==> config.mk <==
export PLATFORM = sky130hd
export DESIGN_NAME = dual_pwm_gen
export DESIGN_NICKNAME = d
export VERILOG_FILES = /design/src/rtl/dpwm_pkg.sv /design/src/rtl/dpwm_shadow.sv /design/src/rtl/dpwm_timebase.sv /design/src/rtl/dpwm_chan.sv /design/src/rtl/dual_pwm_gen.sv
export SDC_FILE = /design/constraint.sdc
export NUM_CORES = 1
export LEC_CHECK = 0
export BUFFER_PORTS_ARGS = -buffer_cell sky130_fd_sc_hd__buf_2
export CORE_MARGIN = 1
export CORE_UTILIZATION = 32
export DETAILED_ROUTE_END_ITERATION = 16
export GPL_TIMING_DRIVEN = 0
export PLACE_DENSITY = 0.48
export SYNTH_ARGS = -nofsm -noshare
export SYNTH_HDL_FRONTEND = slang
export SYNTH_SLANG_ARGS = --single-unit
==> constraint.sdc <==
create_clock -name clk -period 7.36 [get_ports clk]
set_input_delay 0.736 -clock clk [delete_from_list [all_inputs] [get_ports clk]]
set_output_delay 0.736 -clock clk [all_outputs]
set_load 0.05 [all_outputs]
==> src/rtl/dpwm_pkg.sv <==
package dpwm_pkg;
   typedef enum logic {
      MODE_EDGE   = 1'b0,
      MODE_CENTER = 1'b1
   } pwm_mode_e;

   localparam int unsigned ADDR_CTRL     = 0;
   localparam int unsigned ADDR_PERIOD   = 1;
   localparam int unsigned ADDR_DUTY0    = 2;
   localparam int unsigned CTRL_EN_BIT   = 0;
   localparam int unsigned CTRL_MODE_BIT = 1;
   localparam int unsigned MIN_PERIOD    = 2;
endpackage

==> src/rtl/dpwm_shadow.sv <==
module dpwm_shadow
   import dpwm_pkg::*;
#(
   parameter int NCH    = 2,
   parameter int CNT_W  = 16,
   parameter int ADDR_W = 2
) (
   input  logic                          clk,
   input  logic                          rst_n,
   input  logic                          wr_en,
   input  logic [ADDR_W-1:0]             wr_addr,
   input  logic [CNT_W-1:0]              wr_data,
   output logic                          en_q,
   output pwm_mode_e                     sh_mode,
   output logic [CNT_W-1:0]              sh_per,
   output logic [NCH-1:0][CNT_W-1:0]     sh_duty
);
   logic hit_ctrl;
   logic hit_per;

   assign hit_ctrl = wr_en && (wr_addr == ADDR_W'(ADDR_CTRL));
   assign hit_per  = wr_en && (wr_addr == ADDR_W'(ADDR_PERIOD));

   always_ff @(posedge clk) begin
      if (!rst_n) begin
         en_q    <= 1'b0;
         sh_mode <= MODE_EDGE;
      end else if (hit_ctrl) begin
         en_q    <= wr_data[CTRL_EN_BIT];
         sh_mode <= pwm_mode_e'(wr_data[CTRL_MODE_BIT]);
      end
   end

   always_ff @(posedge clk) begin
      if (!rst_n) begin
         sh_per <= '0;
      end else if (hit_per) begin
         sh_per <= wr_data;
      end
   end

   for (genvar i = 0; i < NCH; i++) begin : g_duty
      logic hit_duty;
      assign hit_duty = wr_en && (wr_addr == ADDR_W'(ADDR_DUTY0 + i));
      always_ff @(posedge clk) begin
         if (!rst_n) begin
            sh_duty[i] <= '0;
         end else if (hit_duty) begin
            sh_duty[i] <= wr_data;
         end
      end
   end
endmodule

==> src/rtl/dpwm_timebase.sv <==
module dpwm_timebase
   import dpwm_pkg::*;
#(
   parameter int CNT_W = 16
) (
   input  logic             clk,
   input  logic             rst_n,
   input  logic             en_q,
   input  pwm_mode_e        sh_mode,
   input  logic [CNT_W-1:0] sh_per,
   output logic             load,
   output logic             running,
   output logic [CNT_W-1:0] cnt,
   output logic [CNT_W-1:0] act_per,
   output logic             first_q
);
   logic      down_q;
   pwm_mode_e act_mode;
   logic      period_end;
   logic      sh_legal;

   // a period closes on the last tick of the up-ramp in either mode
   assign period_end = !down_q && (cnt == act_per - 1'b1);
   assign load       = en_q && (!running || period_end);
   assign sh_legal   = (sh_per >= CNT_W'(MIN_PERIOD));

   always_ff @(posedge clk) begin
      if (!rst_n) begin
         running  <= 1'b0;
         cnt      <= '0;
         down_q   <= 1'b0;
         first_q  <= 1'b0;
         act_per  <= '0;
         act_mode <= MODE_EDGE;
      end else if (!en_q) begin
         running <= 1'b0;
         cnt     <= '0;
         down_q  <= 1'b0;
         first_q <= 1'b0;
      end else if (load) begin
         act_per  <= sh_per;
         act_mode <= sh_mode;
         running  <= sh_legal;
         first_q  <= 1'b1;
         if (sh_mode == MODE_CENTER) begin
            cnt    <= sh_per - 1'b1;
            down_q <= 1'b1;
         end else begin
            cnt    <= '0;
            down_q <= 1'b0;
         end
      end else begin
         first_q <= 1'b0;
         if (down_q) begin
            if (cnt == '0) begin
               down_q <= 1'b0;
            end else begin
               cnt <= cnt - 1'b1;
            end
         end else begin
            cnt <= cnt + 1'b1;
         end
      end
   end

   // act_mode is kept for the ramp shape of the running period; only the
   // down flag, seeded from it at load, steers the counter afterwards
   logic unused_mode;
   assign unused_mode = (act_mode == MODE_CENTER);
endmodule

==> src/rtl/dpwm_chan.sv <==
module dpwm_chan #(
   parameter int CNT_W = 16
) (
   input  logic             clk,
   input  logic             rst_n,
   input  logic             load,
   input  logic             run,
   input  logic [CNT_W-1:0] cnt,
   input  logic [CNT_W-1:0] sh_duty,
   output logic             hi,
   output logic             lo
);
   logic [CNT_W-1:0] act_duty;
   logic             on_cmp;

   always_ff @(posedge clk) begin
      if (!rst_n) begin
         act_duty <= '0;
      end else if (load) begin
         act_duty <= sh_duty;
      end
   end

   // sign bit set means a negative request: never on
   assign on_cmp = !act_duty[CNT_W-1] && (act_duty > cnt);
   assign hi     = run && on_cmp;
   assign lo     = run && !on_cmp;
endmodule

==> src/rtl/dual_pwm_gen.sv <==
module dual_pwm_gen
   import dpwm_pkg::*;
#(
   parameter int NCH    = 2,
   parameter int CNT_W  = 16,
   parameter int ADDR_W = $clog2(NCH + 2)
) (
   input  logic              clk,
   input  logic              rst_n,
   input  logic              wr_en,
   input  logic [ADDR_W-1:0] wr_addr,
   input  logic [CNT_W-1:0]  wr_data,
   output logic [NCH-1:0]    pwm_hi,
   output logic [NCH-1:0]    pwm_lo,
   output logic              sync_o
);
   localparam int MIN_ADDR_W = $clog2(NCH + 2);

   if (NCH < 1) begin : g_bad_nch
      $error("dual_pwm_gen: NCH must be at least 1");
   end
   if (CNT_W < 2) begin : g_bad_cnt
      $error("dual_pwm_gen: CNT_W must be at least 2");
   end
   if (ADDR_W < MIN_ADDR_W) begin : g_bad_addr
      $error("dual_pwm_gen: ADDR_W too narrow for NCH duty registers");
   end

   logic                      en_q;
   pwm_mode_e                 sh_mode;
   logic [CNT_W-1:0]          sh_per;
   logic [NCH-1:0][CNT_W-1:0] sh_duty;
   logic                      load;
   logic                      running;
   logic [CNT_W-1:0]          cnt;
   logic [CNT_W-1:0]          act_per;
   logic                      first_q;
   logic                      act_run;

   dpwm_shadow #(.NCH(NCH), .CNT_W(CNT_W), .ADDR_W(ADDR_W)) u_shadow (
      .clk     (clk),
      .rst_n   (rst_n),
      .wr_en   (wr_en),
      .wr_addr (wr_addr),
      .wr_data (wr_data),
      .en_q    (en_q),
      .sh_mode (sh_mode),
      .sh_per  (sh_per),
      .sh_duty (sh_duty)
   );

   dpwm_timebase #(.CNT_W(CNT_W)) u_tb (
      .clk     (clk),
      .rst_n   (rst_n),
      .en_q    (en_q),
      .sh_mode (sh_mode),
      .sh_per  (sh_per),
      .load    (load),
      .running (running),
      .cnt     (cnt),
      .act_per (act_per),
      .first_q (first_q)
   );

   assign act_run = running && en_q;
   assign sync_o  = act_run && first_q;

   for (genvar i = 0; i < NCH; i++) begin : g_ch
      dpwm_chan #(.CNT_W(CNT_W)) u_ch (
         .clk     (clk),
         .rst_n   (rst_n),
         .load    (load),
         .run     (act_run),
         .cnt     (cnt),
         .sh_duty (sh_duty[i]),
         .hi      (pwm_hi[i]),
         .lo      (pwm_lo[i])
      );
   end
endmodule

==> flow_metrics.env <==
export IMPL_status="finished, final reports clean"
export IMPL_synth_seq_cells=117
export IMPL_crit_type="reg2out"
export IMPL_insertion_delay_ns=0.42
export IMPL_io_buffers=25
export IMPL_end_kind="primary output"
export IMPL_start_kind="register"
export IMPL_grt_ovfl_total=0
export IMPL_power_net_switching_uw=402.6
export IMPL_die_x_um=146.2
export IMPL_drc=0
export IMPL_finalMaxSlewViolations=0
export IMPL_total_power_mw=1.626
export IMPL_synth_yosys_seq_area_share=0.3519
export IMPL_n_antenna_cell=0
export IMPL_grt_use_total=0.1896
export IMPL_dpl_cell_area_um2=7119
export IMPL_area_delta_synth_final_pct=16.05
export IMPL_place_congestion=0.8466
export IMPL_seq_area_um2=2342
export IMPL_synth_cells=788
export IMPL_ir_drop_uv=172.1
export IMPL_die_h_um=146.2
export IMPL_start_util=0.3279
export IMPL_antenna_found_initial=0
export IMPL_hold_violations=0
export IMPL_core_um2=20300
export IMPL_initialDrtViolationCount=305
export IMPL_cap_violations=0
export IMPL_fmax_mhz=252.3
export IMPL_drive_gt1_frac=0.08876
export IMPL_p_leak_nw=3.264
export IMPL_ys_warnings_count=0
export IMPL_fin_crit_sh=0.5384
export IMPL_place_hpwl_um=14930
export IMPL_cts_max_level=4
export IMPL_cts_resized=0
export IMPL_synth_edf_count=0
export IMPL_route_detailed_wl_per_inst_um=17.25
export IMPL_std_cell_rows=52
export IMPL_cp_arrival_ns=3.23
export IMPL_drt_pass1_iterations=4
export IMPL_final_nets=903
export IMPL_setup_viol=0
export IMPL_drtAntennaViolNets=0
export IMPL_power_frac_seq=0.402
export IMPL_synthArstFlopShare=0
export IMPL_hold_path_class="reg2reg"
export IMPL_fin_crit_ns=3.963
export IMPL_clkTransAtPathRegs_ns=0.06
export IMPL_pwr_share_comb=0.071
export IMPL_cts_sinks=117
export IMPL_netlist_area_um2=6656
export IMPL_grt_pass1_vias=5436
export IMPL_intPower_mw=1.223
export IMPL_power_frac_clock=0.527
export IMPL_tightest_slew_ns=0.9702
export IMPL_die_area_um2=21380
export IMPL_numCtsBuffers=17
export IMPL_relSlewSlack=0.3472
export IMPL_holdBufCountCts=0
export IMPL_grt_max_degree=19
export IMPL_swShare=0.2476
export IMPL_finClkSkew_ns=0.01003
export IMPL_crit_required_ns=6.62
export IMPL_cts_buffer_depth=2
export IMPL_worstPathMaxFanout=4
export IMPL_multi_input_area_um2=4023
export IMPL_fin_setup_tns_ns=0
export IMPL_vias=5519
export IMPL_p_per_area_nw_per_um2=210.5
export IMPL_synth_cell_types=52
export IMPL_root_buffer="clkbuf_16"
export IMPL_synth_net_count=859
export IMPL_fin_area_um2=7725
export IMPL_wirelength_um=19230
export IMPL_rsz0062_at_grt="false"
export IMPL_cts_tree="done"
export IMPL_ys_flop_type="dfxtp_1"
export IMPL_via_per_inst=4.950
export IMPL_n_fill_cell=2166
export IMPL_io_pins=26
export IMPL_avgSynthCellArea_um2=8.447
export IMPL_grt_pass1_wl_um=30670
export IMPL_post_cts_buffers=0
-- area by class of cell --
cell class                 instances  share of cell area
multi-input combinational        602              0.5207
sequential                       117              0.3032
clock buffer                      18             0.05556
tap                              270             0.04373
buffer                            41             0.02413
clock inverter                    14             0.02284
timing repair buffer              25             0.01620
inverter                          28             0.01361
-- routing by layer --
layer  vias to the layer above  part of all wire  global-route usage
met4                         0            0.0051             0.04479
met1                      2597              0.52              0.2683
met3                         8             0.031             0.03375
li1                       2851                 -                   -
met2                        63              0.45              0.2971
met5                         -                 0                   0
-- final timing paths --
check	slack, ns	cells past startpoint	endpoint	start
min reg2reg	0.46	2	u_shadow.sh_duty[0]	u_shadow.sh_duty[0]
max	3.40	12	pwm_hi[0]	u_tb.cnt[1]
max reg2reg	3.91	12	u_tb.cnt[9]	u_tb.act_per[0]
min	0.46	2	u_shadow.sh_duty[0]	u_shadow.sh_duty[0]
-- logic make-up (layout without fill, tap and decap cells) --
family	Yosys count	after routing	share of synthesized area
and+or+nand+nor	315	315	0.2344
xor gates and xnor gates	39	39	0.05132
adders and majority gates	50	50	0.09511
AOI/OAI and AO/OA	150	150	0.1513
buffers and inverters	69	126	0.04380
DFF	117	117	0.3519
muxes	48	48	0.07218
-- stage by stage --
step	util	hold WS [ns]	setup slack, ns	cells
floorplan	-	0.4428	4.358	788
global placement	0.3507	0.4532	3.858	1083
detailed placement	0.3507	0.4579	3.839	1083
CTS	0.3805	0.4656	3.374	1115
global route	0.3805	0.4827	3.232	1115
finish	0.3805	0.4596	3.397	1115
-- state kept, by name (all words and copies together), names as in the netlist --
register and count:
u_shadow.sh_per 16, u_tb.first_q 1, u_tb.cnt 16, u_tb.down_q 1
u_shadow.sh_mode 1, u_tb.act_per 16, u_tb.running 1, g_ch.u_ch.act_duty 32
u_shadow.sh_duty 32, u_shadow.en_q 1
-- placed cells by master (no fill, tap or decap), types with 3 or more instances in the layout --
cell and count:
nand2_1 121, dfxtp_1 117, nor2b_1 52, ha_1 49
mux2i_1 48, a21boi_0 48, nor2_1 39, a21oi_1 38
buf_2 33, clkbuf_1 29, inv_1 28, xnor2_1 27
nand4_1 18, clkbuf_16 17, nor4_1 16, nor3_1 15
o21ai_0 13, xor2_1 12, nand2b_1 11, nand3_1 10
a21o_1 9, or3_1 8, o21a_1 6, o22ai_1 6
o211ai_1 5, or2_2 5, clkinvlp_4 5, and3_1 4
and2_1 4, a311oi_1 4, buf_4 4, a221oi_1 3
nand3b_1 3, a31oi_1 3, inv_6 3, bufinv_16 3
-- power groups by stage --
stage	combinational [mW]	sequential [mW]	clock [mW]
detailed placement	0.115	0.667	0
finish	0.115	0.653	0.857
CTS	0.115	0.653	0.871
floorplan	0.0740	0.664	0
global route	0.126	0.654	0.900
global placement	0.115	0.667	0
-- critical path: stages, from the launching register on --
cell and delay, ns:
dfxtp_1 0.43, inv_1 0.19, ha_1 0.35, nor2b_1 0.14, o21a_1 0.12, o21a_1 0.11
o211ai_1 0.08, a21oi_1 0.13, o21ai_0 0.10, a221oi_1 0.55, and3_1 0.26, buf_4 0.11
buf_2 0.24
-- synth_stat cells, drive strengths merged, types with 3 or more instances --
cell    count  area, um2
a221oi      3      26.28
clkbuf     28      105.1
nor3       15      75.07
buf        13      81.33
a311oi      4      35.03
o21a        6      45.04
xnor2      27      236.5
or2         5      31.28
a31oi       3      18.77
dfxtp     117       2342
and2        4      25.02
a21oi      38      190.2
mux2i      48      480.5
o211ai      5      37.54
nor2       39      146.4
ha         49      613.1
nand3b      3      22.52
nand4      18      112.6
inv        28      105.1
a21boi     48      360.4
nor2b      52      325.3
a21o        9      67.56
or3         8      50.05
o22ai       6      37.54
and3        4      25.02
nand2     121      454.2
xor2       12      105.1
nand3      10      50.05
nand2b     11      68.82
o21ai      15      75.07
nor4       16      100.1
No activity file was read; power rests on OpenSTA's default activity.
